`config.mk`:
```
export PLATFORM = sky130hd
export DESIGN_NAME = bps_burst_prog
export DESIGN_NICKNAME = d
export VERILOG_FILES = /design/src/rtl/bps_pkg.sv /design/src/rtl/bps_wbuf.sv /design/src/rtl/bps_rgate.sv /design/src/rtl/bps_ctl.sv /design/src/rtl/bps_burst_prog.sv
export SDC_FILE = /design/constraint.sdc
export NUM_CORES = 1
export LEC_CHECK = 0
export BUFFER_PORTS_ARGS = -buffer_cell sky130_fd_sc_hd__buf_2
export CORE_MARGIN = 2
export CORE_UTILIZATION = 60
export DETAILED_ROUTE_END_ITERATION = 7
export PLACE_DENSITY = 0.78
export SLEW_MARGIN = 40
export SYNTH_ARGS = -nofsm -noshare
export SYNTH_HDL_FRONTEND = slang
export SYNTH_SLANG_ARGS = --single-unit
```
`constraint.sdc`:
```
create_clock -name clk -period 3.3 [get_ports clk]
set_input_delay 0.66 -clock clk [delete_from_list [all_inputs] [get_ports clk]]
set_output_delay 0.66 -clock clk [all_outputs]
set_load 0.05 [all_outputs]
```
`src/rtl/bps_pkg.sv`:
```
package bps_pkg;

    localparam int BPS_ADDR_W = 22;
    localparam int BPS_DATA_W = 16;
    localparam int BPS_DEPTH  = 32;
    localparam int BPS_BANK_W = 3;
    localparam logic [7:0] BPS_CMD = 8'h10;

    typedef enum logic [1:0] {
        S_IDLE = 2'd0,
        S_LOAD = 2'd1,
        S_PROG = 2'd2
    } bps_state_e;

    function automatic logic cmd_match(input logic [7:0] b);
        return b == BPS_CMD;
    endfunction

endpackage

```
`src/rtl/bps_wbuf.sv`:
```
module bps_wbuf #(
    parameter int DATA_W = bps_pkg::BPS_DATA_W,
    parameter int DEPTH  = bps_pkg::BPS_DEPTH,
    localparam int IDX_W = $clog2(DEPTH)
) (
    input  logic              clk,
    input  logic              we,
    input  logic [IDX_W-1:0]  widx,
    input  logic [DATA_W-1:0] wdata,
    input  logic [IDX_W-1:0]  ridx,
    output logic [DATA_W-1:0] rdata
);

    logic [DATA_W-1:0] word_q [DEPTH];

    for (genvar g = 0; g < DEPTH; g++) begin : g_word
        always_ff @(posedge clk) begin
            if (we && (widx == IDX_W'(g)))
                word_q[g] <= wdata;
        end
    end

    assign rdata = word_q[ridx];

endmodule

```
`src/rtl/bps_rgate.sv`:
```
module bps_rgate #(
    parameter int BANK_W = bps_pkg::BPS_BANK_W
) (
    input  logic              active,
    input  logic [BANK_W-1:0] lock_bank,
    input  logic              rd_en,
    input  logic [BANK_W-1:0] rd_bank,
    output logic              rd_grant
);

    always_comb begin
        rd_grant = rd_en;
        if (active && (rd_bank == lock_bank))
            rd_grant = 1'b0;
    end

endmodule

```
`src/rtl/bps_ctl.sv`:
```
module bps_ctl
    import bps_pkg::*;
#(
    parameter int ADDR_W = BPS_ADDR_W,
    parameter int DATA_W = BPS_DATA_W,
    parameter int DEPTH  = BPS_DEPTH,
    parameter int BANK_W = BPS_BANK_W,
    localparam int IDX_W = $clog2(DEPTH)
) (
    input  logic              clk,
    input  logic              rst,
    input  logic              wr_en,
    input  logic [ADDR_W-1:0] wr_addr,
    input  logic [7:0]        wr_cmd,
    input  logic [DATA_W-1:0] cur_word,
    input  logic              arr_ack,
    output logic              buf_we,
    output logic [IDX_W-1:0]  idx,
    output logic              active,
    output logic [BANK_W-1:0] lock_bank,
    output logic              busy,
    output logic              fault,
    output logic              arr_req,
    output logic [ADDR_W-1:0] arr_addr,
    output logic [DATA_W-1:0] arr_data
);

    localparam logic [IDX_W-1:0] LAST = IDX_W'(DEPTH - 1);

    bps_state_e        st_q;
    logic [IDX_W-1:0]  cnt_q;
    logic [ADDR_W-1:0] base_q;
    logic              err_q;
    logic              fault_q;
    logic [BANK_W-1:0] bank_q;

    logic addr_bad, err_nx, word_pad, step;

    always_comb begin
        if (cnt_q == '0)
            addr_bad = (wr_addr[IDX_W-1:0] != '0);
        else
            addr_bad = (wr_addr != base_q);
        err_nx   = err_q | addr_bad;
        word_pad = &cur_word;
        step     = (st_q == S_PROG) && (word_pad || arr_ack);
    end

    always_ff @(posedge clk) begin
        if (rst) begin
            st_q    <= S_IDLE;
            cnt_q   <= '0;
            base_q  <= '0;
            err_q   <= 1'b0;
            fault_q <= 1'b0;
            bank_q  <= '0;
        end else begin
            unique case (st_q)
                S_IDLE: begin
                    if (wr_en && cmd_match(wr_cmd)) begin
                        st_q    <= S_LOAD;
                        cnt_q   <= '0;
                        err_q   <= 1'b0;
                        fault_q <= 1'b0;
                        bank_q  <= wr_addr[ADDR_W-1 -: BANK_W];
                    end
                end
                S_LOAD: begin
                    if (wr_en) begin
                        if (cnt_q == '0)
                            base_q <= wr_addr;
                        if (cnt_q == LAST) begin
                            cnt_q <= '0;
                            err_q <= 1'b0;
                            if (err_nx) begin
                                st_q    <= S_IDLE;
                                fault_q <= 1'b1;
                            end else begin
                                st_q <= S_PROG;
                            end
                        end else begin
                            cnt_q <= cnt_q + 1'b1;
                            err_q <= err_nx;
                        end
                    end
                end
                S_PROG: begin
                    if (step) begin
                        if (cnt_q == LAST) begin
                            st_q  <= S_IDLE;
                            cnt_q <= '0;
                        end else begin
                            cnt_q <= cnt_q + 1'b1;
                        end
                    end
                end
                default: st_q <= S_IDLE;
            endcase
        end
    end

    assign buf_we    = (st_q == S_LOAD) && wr_en;
    assign idx       = cnt_q;
    assign active    = (st_q != S_IDLE);
    assign lock_bank = bank_q;
    assign busy      = (st_q == S_PROG);
    assign fault     = fault_q;
    assign arr_req   = (st_q == S_PROG) && !word_pad;
    assign arr_addr  = base_q + ADDR_W'(cnt_q);
    assign arr_data  = cur_word;


    req_hold_chk: assert property (@(posedge clk) disable iff (rst)
        (arr_req && !arr_ack) |=> (arr_req && $stable(arr_addr) && $stable(arr_data)));


    no_pad_req_chk: assert property (@(posedge clk) disable iff (rst)
        arr_req |-> (arr_data != {DATA_W{1'b1}}));


    busy_entry_chk: assert property (@(posedge clk) disable iff (rst)
        $rose(busy) |-> $past(st_q == S_LOAD && wr_en));


    fault_quiet_chk: assert property (@(posedge clk) disable iff (rst)
        fault |-> (!busy && !arr_req));


    busy_drop_chk: assert property (@(posedge clk) disable iff (rst)
        $fell(busy) |-> (st_q == S_IDLE && !arr_req));

endmodule

```
`src/rtl/bps_burst_prog.sv`:
```
module bps_burst_prog
    import bps_pkg::*;
#(
    parameter int ADDR_W = BPS_ADDR_W,
    parameter int DATA_W = BPS_DATA_W,
    parameter int DEPTH  = BPS_DEPTH,
    parameter int BANK_W = BPS_BANK_W
) (
    input  logic              clk,
    input  logic              rst,
    input  logic              wr_en,
    input  logic [ADDR_W-1:0] wr_addr,
    input  logic [DATA_W-1:0] wr_data,
    input  logic              rd_en,
    input  logic [ADDR_W-1:0] rd_addr,
    output logic              rd_grant,
    output logic              busy,
    output logic              fault,
    output logic              arr_req,
    output logic [ADDR_W-1:0] arr_addr,
    output logic [DATA_W-1:0] arr_data,
    input  logic              arr_ack
);

    localparam int IDX_W = $clog2(DEPTH);

    logic              buf_we;
    logic [IDX_W-1:0]  idx;
    logic [DATA_W-1:0] cur_word;
    logic              active;
    logic [BANK_W-1:0] lock_bank;

    bps_ctl #(
        .ADDR_W(ADDR_W), .DATA_W(DATA_W), .DEPTH(DEPTH), .BANK_W(BANK_W)
    ) u_ctl (
        .clk(clk), .rst(rst),
        .wr_en(wr_en), .wr_addr(wr_addr), .wr_cmd(wr_data[7:0]),
        .cur_word(cur_word), .arr_ack(arr_ack),
        .buf_we(buf_we), .idx(idx), .active(active), .lock_bank(lock_bank),
        .busy(busy), .fault(fault),
        .arr_req(arr_req), .arr_addr(arr_addr), .arr_data(arr_data)
    );

    bps_wbuf #(.DATA_W(DATA_W), .DEPTH(DEPTH)) u_buf (
        .clk(clk), .we(buf_we), .widx(idx), .wdata(wr_data),
        .ridx(idx), .rdata(cur_word)
    );

    bps_rgate #(.BANK_W(BANK_W)) u_gate (
        .active(active), .lock_bank(lock_bank),
        .rd_en(rd_en), .rd_bank(rd_addr[ADDR_W-1 -: BANK_W]),
        .rd_grant(rd_grant)
    );


    grant_needs_req_chk: assert property (@(posedge clk) disable iff (rst)
        rd_grant |-> rd_en);


    req_only_busy_chk: assert property (@(posedge clk) disable iff (rst)
        arr_req |-> busy);

endmodule

```
==> summary.md <==
| Metric | Value |
|---|---|
| CP Launch Type | flop |
| Detailed router's first-iteration violation count | about 1300 |
| Vias/cell | 6.34 |
| Worst slew margin | around 47% |
| Seq/Total Area, Yosys | a little under three quarters |
| Hold Violations, Final | 0 |
| Core Region | 37300 sq um |
| Maximum VDD drop | 0.451 mV |
| DR WL/cell | about 26 um |
| Worst Max-Slew Pin Slew | 789 ps |
| Kind of critical path | reg -> out |
| Top cells by area, synth | edfxtp_1, mux2i_1, a22oi_1 |
| ANT cells | 0 |
| Max Cap Viol | 0 |
| Clock Root Buffer | clkbuf_16 |
| FMAX | around 270 MHz |
| Pre-CTS setup slack | -31.4 ps |
| DPL Wire Length | approximately 32 mm |
| HP Class | in -> reg |
| Die area | around 40000 sq um |
| Die Span X | between 150 and 200 um |
| # setup viols final | 14 |
| Setup tns final | -1630 ps |
| Area grow syn2layout | 21.6% |
| Status | complete, but fails checks |
| Avg Inst Size Synth | 15.7 sq um |
| Ys Warns | 0 |
| Power Total | 14.2 mW |
| CTS tree | yes |
| Vias in the first global route | 13749 |
| Critical Path AT | a little over 3000 ps |
| CTS Buffer Depth | 3 |
| Final period util | 112% |
| First-pass GRT wire length | slightly above 80 mm |
| GRT Total Usage | around 29% |
| Synthesized area | roughly 23000 sq um |
| Num CTS Buffers | 54 |
| Seq cells post-synth | about 550 |
| Skew-Pair Late Insertion Delay | between 500 and 600 ps |
| DRC errors left | 0 |
| Fill count | 2153 |
| Distinct cells, synth | 47 |
| Detailed-route wire length | approximately 56 mm |
| Seq. cell area | 16200 sq um |
| Detail Route Antenna Nets | 0 |
| Post-synthesis async set-or-reset flop share | 0% |
| Syn nets | roughly 1500 |
| Cell accounting for the most synthesized area | edfxtp_1 |
| Clock period minus worst slack | between 3000 and 4000 ps |
| Initial antenna violation count | 1 |
| Largest net degree at the start of global routing | 44 |
| Drt first pass iters | 5 |
| EDFF count, synth | around 500 |
| Routability congestion estimate | ~0.85 |
| Reg clk slew, reported paths | 60 ps |
| Die height | just under 200 um |
| Setup ws final | -407 ps |
| Via count | ~14000 |
| H-tree Lvls | 2 |
| Failing checks | setup timing |
| Clock Skews | 12.0 ps |
| Pwr/cell area | 519 nW/um^2 |
| Crit Path Max Fanout | 11 |
| RSZ-0062 raised after global routing | true |
| Final Max Tran Viols | 0 |
| Setup crit end kind | primary output |
| Initial cell density of the core | 60.5% |
| Total grt overflow | 0 |
| Top_reg_cell synth | edfxtp_1 |
| Layout cell share with drive strength beyond 1 | roughly a quarter |
| Num rows | about 70 |
| Synth Instances | 1437 |
| IO Port Bufs | between 80 and 90 |
| Leak pwr | 9.08 nW |
| Crit path required time | around 2600 ps |
| Area share of the largest cell type after synthesis | between 60% and 70% |
| Area of the multi-input gates | 6480 sq um |
| Nets | about 1700 |
| Clk sinks | between 500 and 600 |
| Ports | about 110 |
==> cells in the mapped netlist, types with 2 or more instances <==
| cell type | instances |
|---|---|
| o21ai_0 | 8 |
| a22oi_1 | 120 |
| buf_2 | 3 |
| a21oi_1 | 39 |
| xor2_1 | 13 |
| ha_1 | 15 |
| nand2_1 | 108 |
| o31ai_1 | 6 |
| and3_1 | 5 |
| nand2b_1 | 7 |
| inv_1 | 17 |
| o21ai_1 | 3 |
| buf_1 | 9 |
| a21o_1 | 2 |
| nor2_1 | 41 |
| nand4_1 | 10 |
| or2_2 | 10 |
| edfxtp_1 | 512 |
| buf_4 | 15 |
| nor4b_1 | 2 |
| dfxtp_1 | 39 |
| xnor2_1 | 32 |
| nor3_1 | 8 |
| nor4_1 | 3 |
| o22ai_1 | 20 |
| mux2i_1 | 259 |
| nand3_1 | 36 |
| o21bai_1 | 2 |
| o2bb2ai_1 | 5 |
| buf_6 | 12 |
| nor2b_1 | 3 |
| and4_1 | 2 |
| and2_1 | 15 |
| nand3b_1 | 8 |
| nor3b_1 | 3 |
| clkbuf_1 | 34 |
==> metal layers <==
| layer | global-route usage (%) | vias to the layer above | share of wire (%) |
|---|---|---|---|
| li1 | - | 6015 | - |
| met1 | 38.5 | 6884 | 39 |
| met2 | 48.0 | 756 | 49 |
| met3 | 5.14 | 136 | 9.1 |
| met4 | 11.1 | 0 | 3.4 |
| met5 | 0 | - | 0 |
==> final timing paths <==
path                                  from                       endpoint  slack (ps)  cells past startpoint
max                                   flop                        arr_req        -410                     12
max reg2reg                           flop                           flop          40                     16
min                            wr_addr[10]  u_ctl.base_q[10]$_SDFFE_PP0P_         320                      3
min reg2reg  u_ctl.base_q[13]$_SDFFE_PP0P_  u_ctl.base_q[13]$_SDFFE_PP0P_         490                      2
==> state kept, by name, indices dropped and copies added, names as in the netlist, named ones only <==
| name | count |
|---|---|
| u_ctl.lock_bank | 3 |
| u_ctl.fault | 1 |
| u_ctl.st_q | 2 |
| u_ctl.err_q | 1 |
| u_ctl.base_q | 22 |
| u_buf.word_q | 512 |
| u_ctl.idx | 5 |
==> cells by family (layout without fill, tap and decap cells) <==
logic type / count (synthesis) / in the layout / synth area share, %
mux: 259 / 259 / 11.5
xor+xnor: 45 / 45 / 1.75
compound gates: 209 / 209 / 6.37
flops: 551 / 551 / 71.6
simple gates: 265 / 265 / 5.64
buf+inv: 92 / 355 / 2.25
fa+ha+maj: 16 / 16 / 0.920
==> timing repair <==
item                                    CTS  global route
hold buffers                              0             0
endpoints found under the setup margin   29            42
setup buffers                            33            12
cloned                                   12             0
pin swaps                                41            50
resized for setup                       136            72
==> cells in the final DEF, fill, tap and decap left out, types with 32 or more instances in the layout <==
master     synthesis  layout
edfxtp_1         512     512
mux2i_1          259     242
a22oi_1          120     119
buf_4             15     115
nand2_1          108     105
buf_2              3      57
clkbuf_16          0      55
nor2_1            41      36
a21oi_1           39      35
dfxtp_1           39      32
==> area by class of cell <==
cell class | count | share of cell area, %
clock buffer | 65 | 5.15
clock inverter | 30 | 1.01
sequential | 551 | 58.9
multi-input combinational | 794 | 23.6
inverter | 17 | 0.232
tap | 474 | 2.16
timing repair buffer | 243 | 8.94
==> through the flow <==
stage               utilization [%]  area, sq um  hold slack (ps)  instances
finish                         73.6        27500              324       2174
global route                   73.6        27500              306       2174
CTS                            72.8        27200              297       2168
detailed placement             65.3        24400              481       2039
global placement               65.3        24400              470       2039
floorplan                         -        22600              462       1437
==> where the power goes <==
part	internal, mW	total, mW	switching [mW]
clock network	3.42	5.97	2.54
registers	7.65	7.68	0.0279
logic	0.191	0.593	0.402
==> critical path, cell delays in order, from the launching register on <==
cell and delay [ps]:
dfxtp_4 470, buf_12 190, buf_4 160, buf_16 150, mux2i_1 100, a22oi_1 210
nand2_1 110, o22ai_2 230, o22ai_2 130, nor4_4 210, buf_4 190, a31oi_4 110
buf_6 170
No activity file was read; power rests on OpenSTA's default activity.
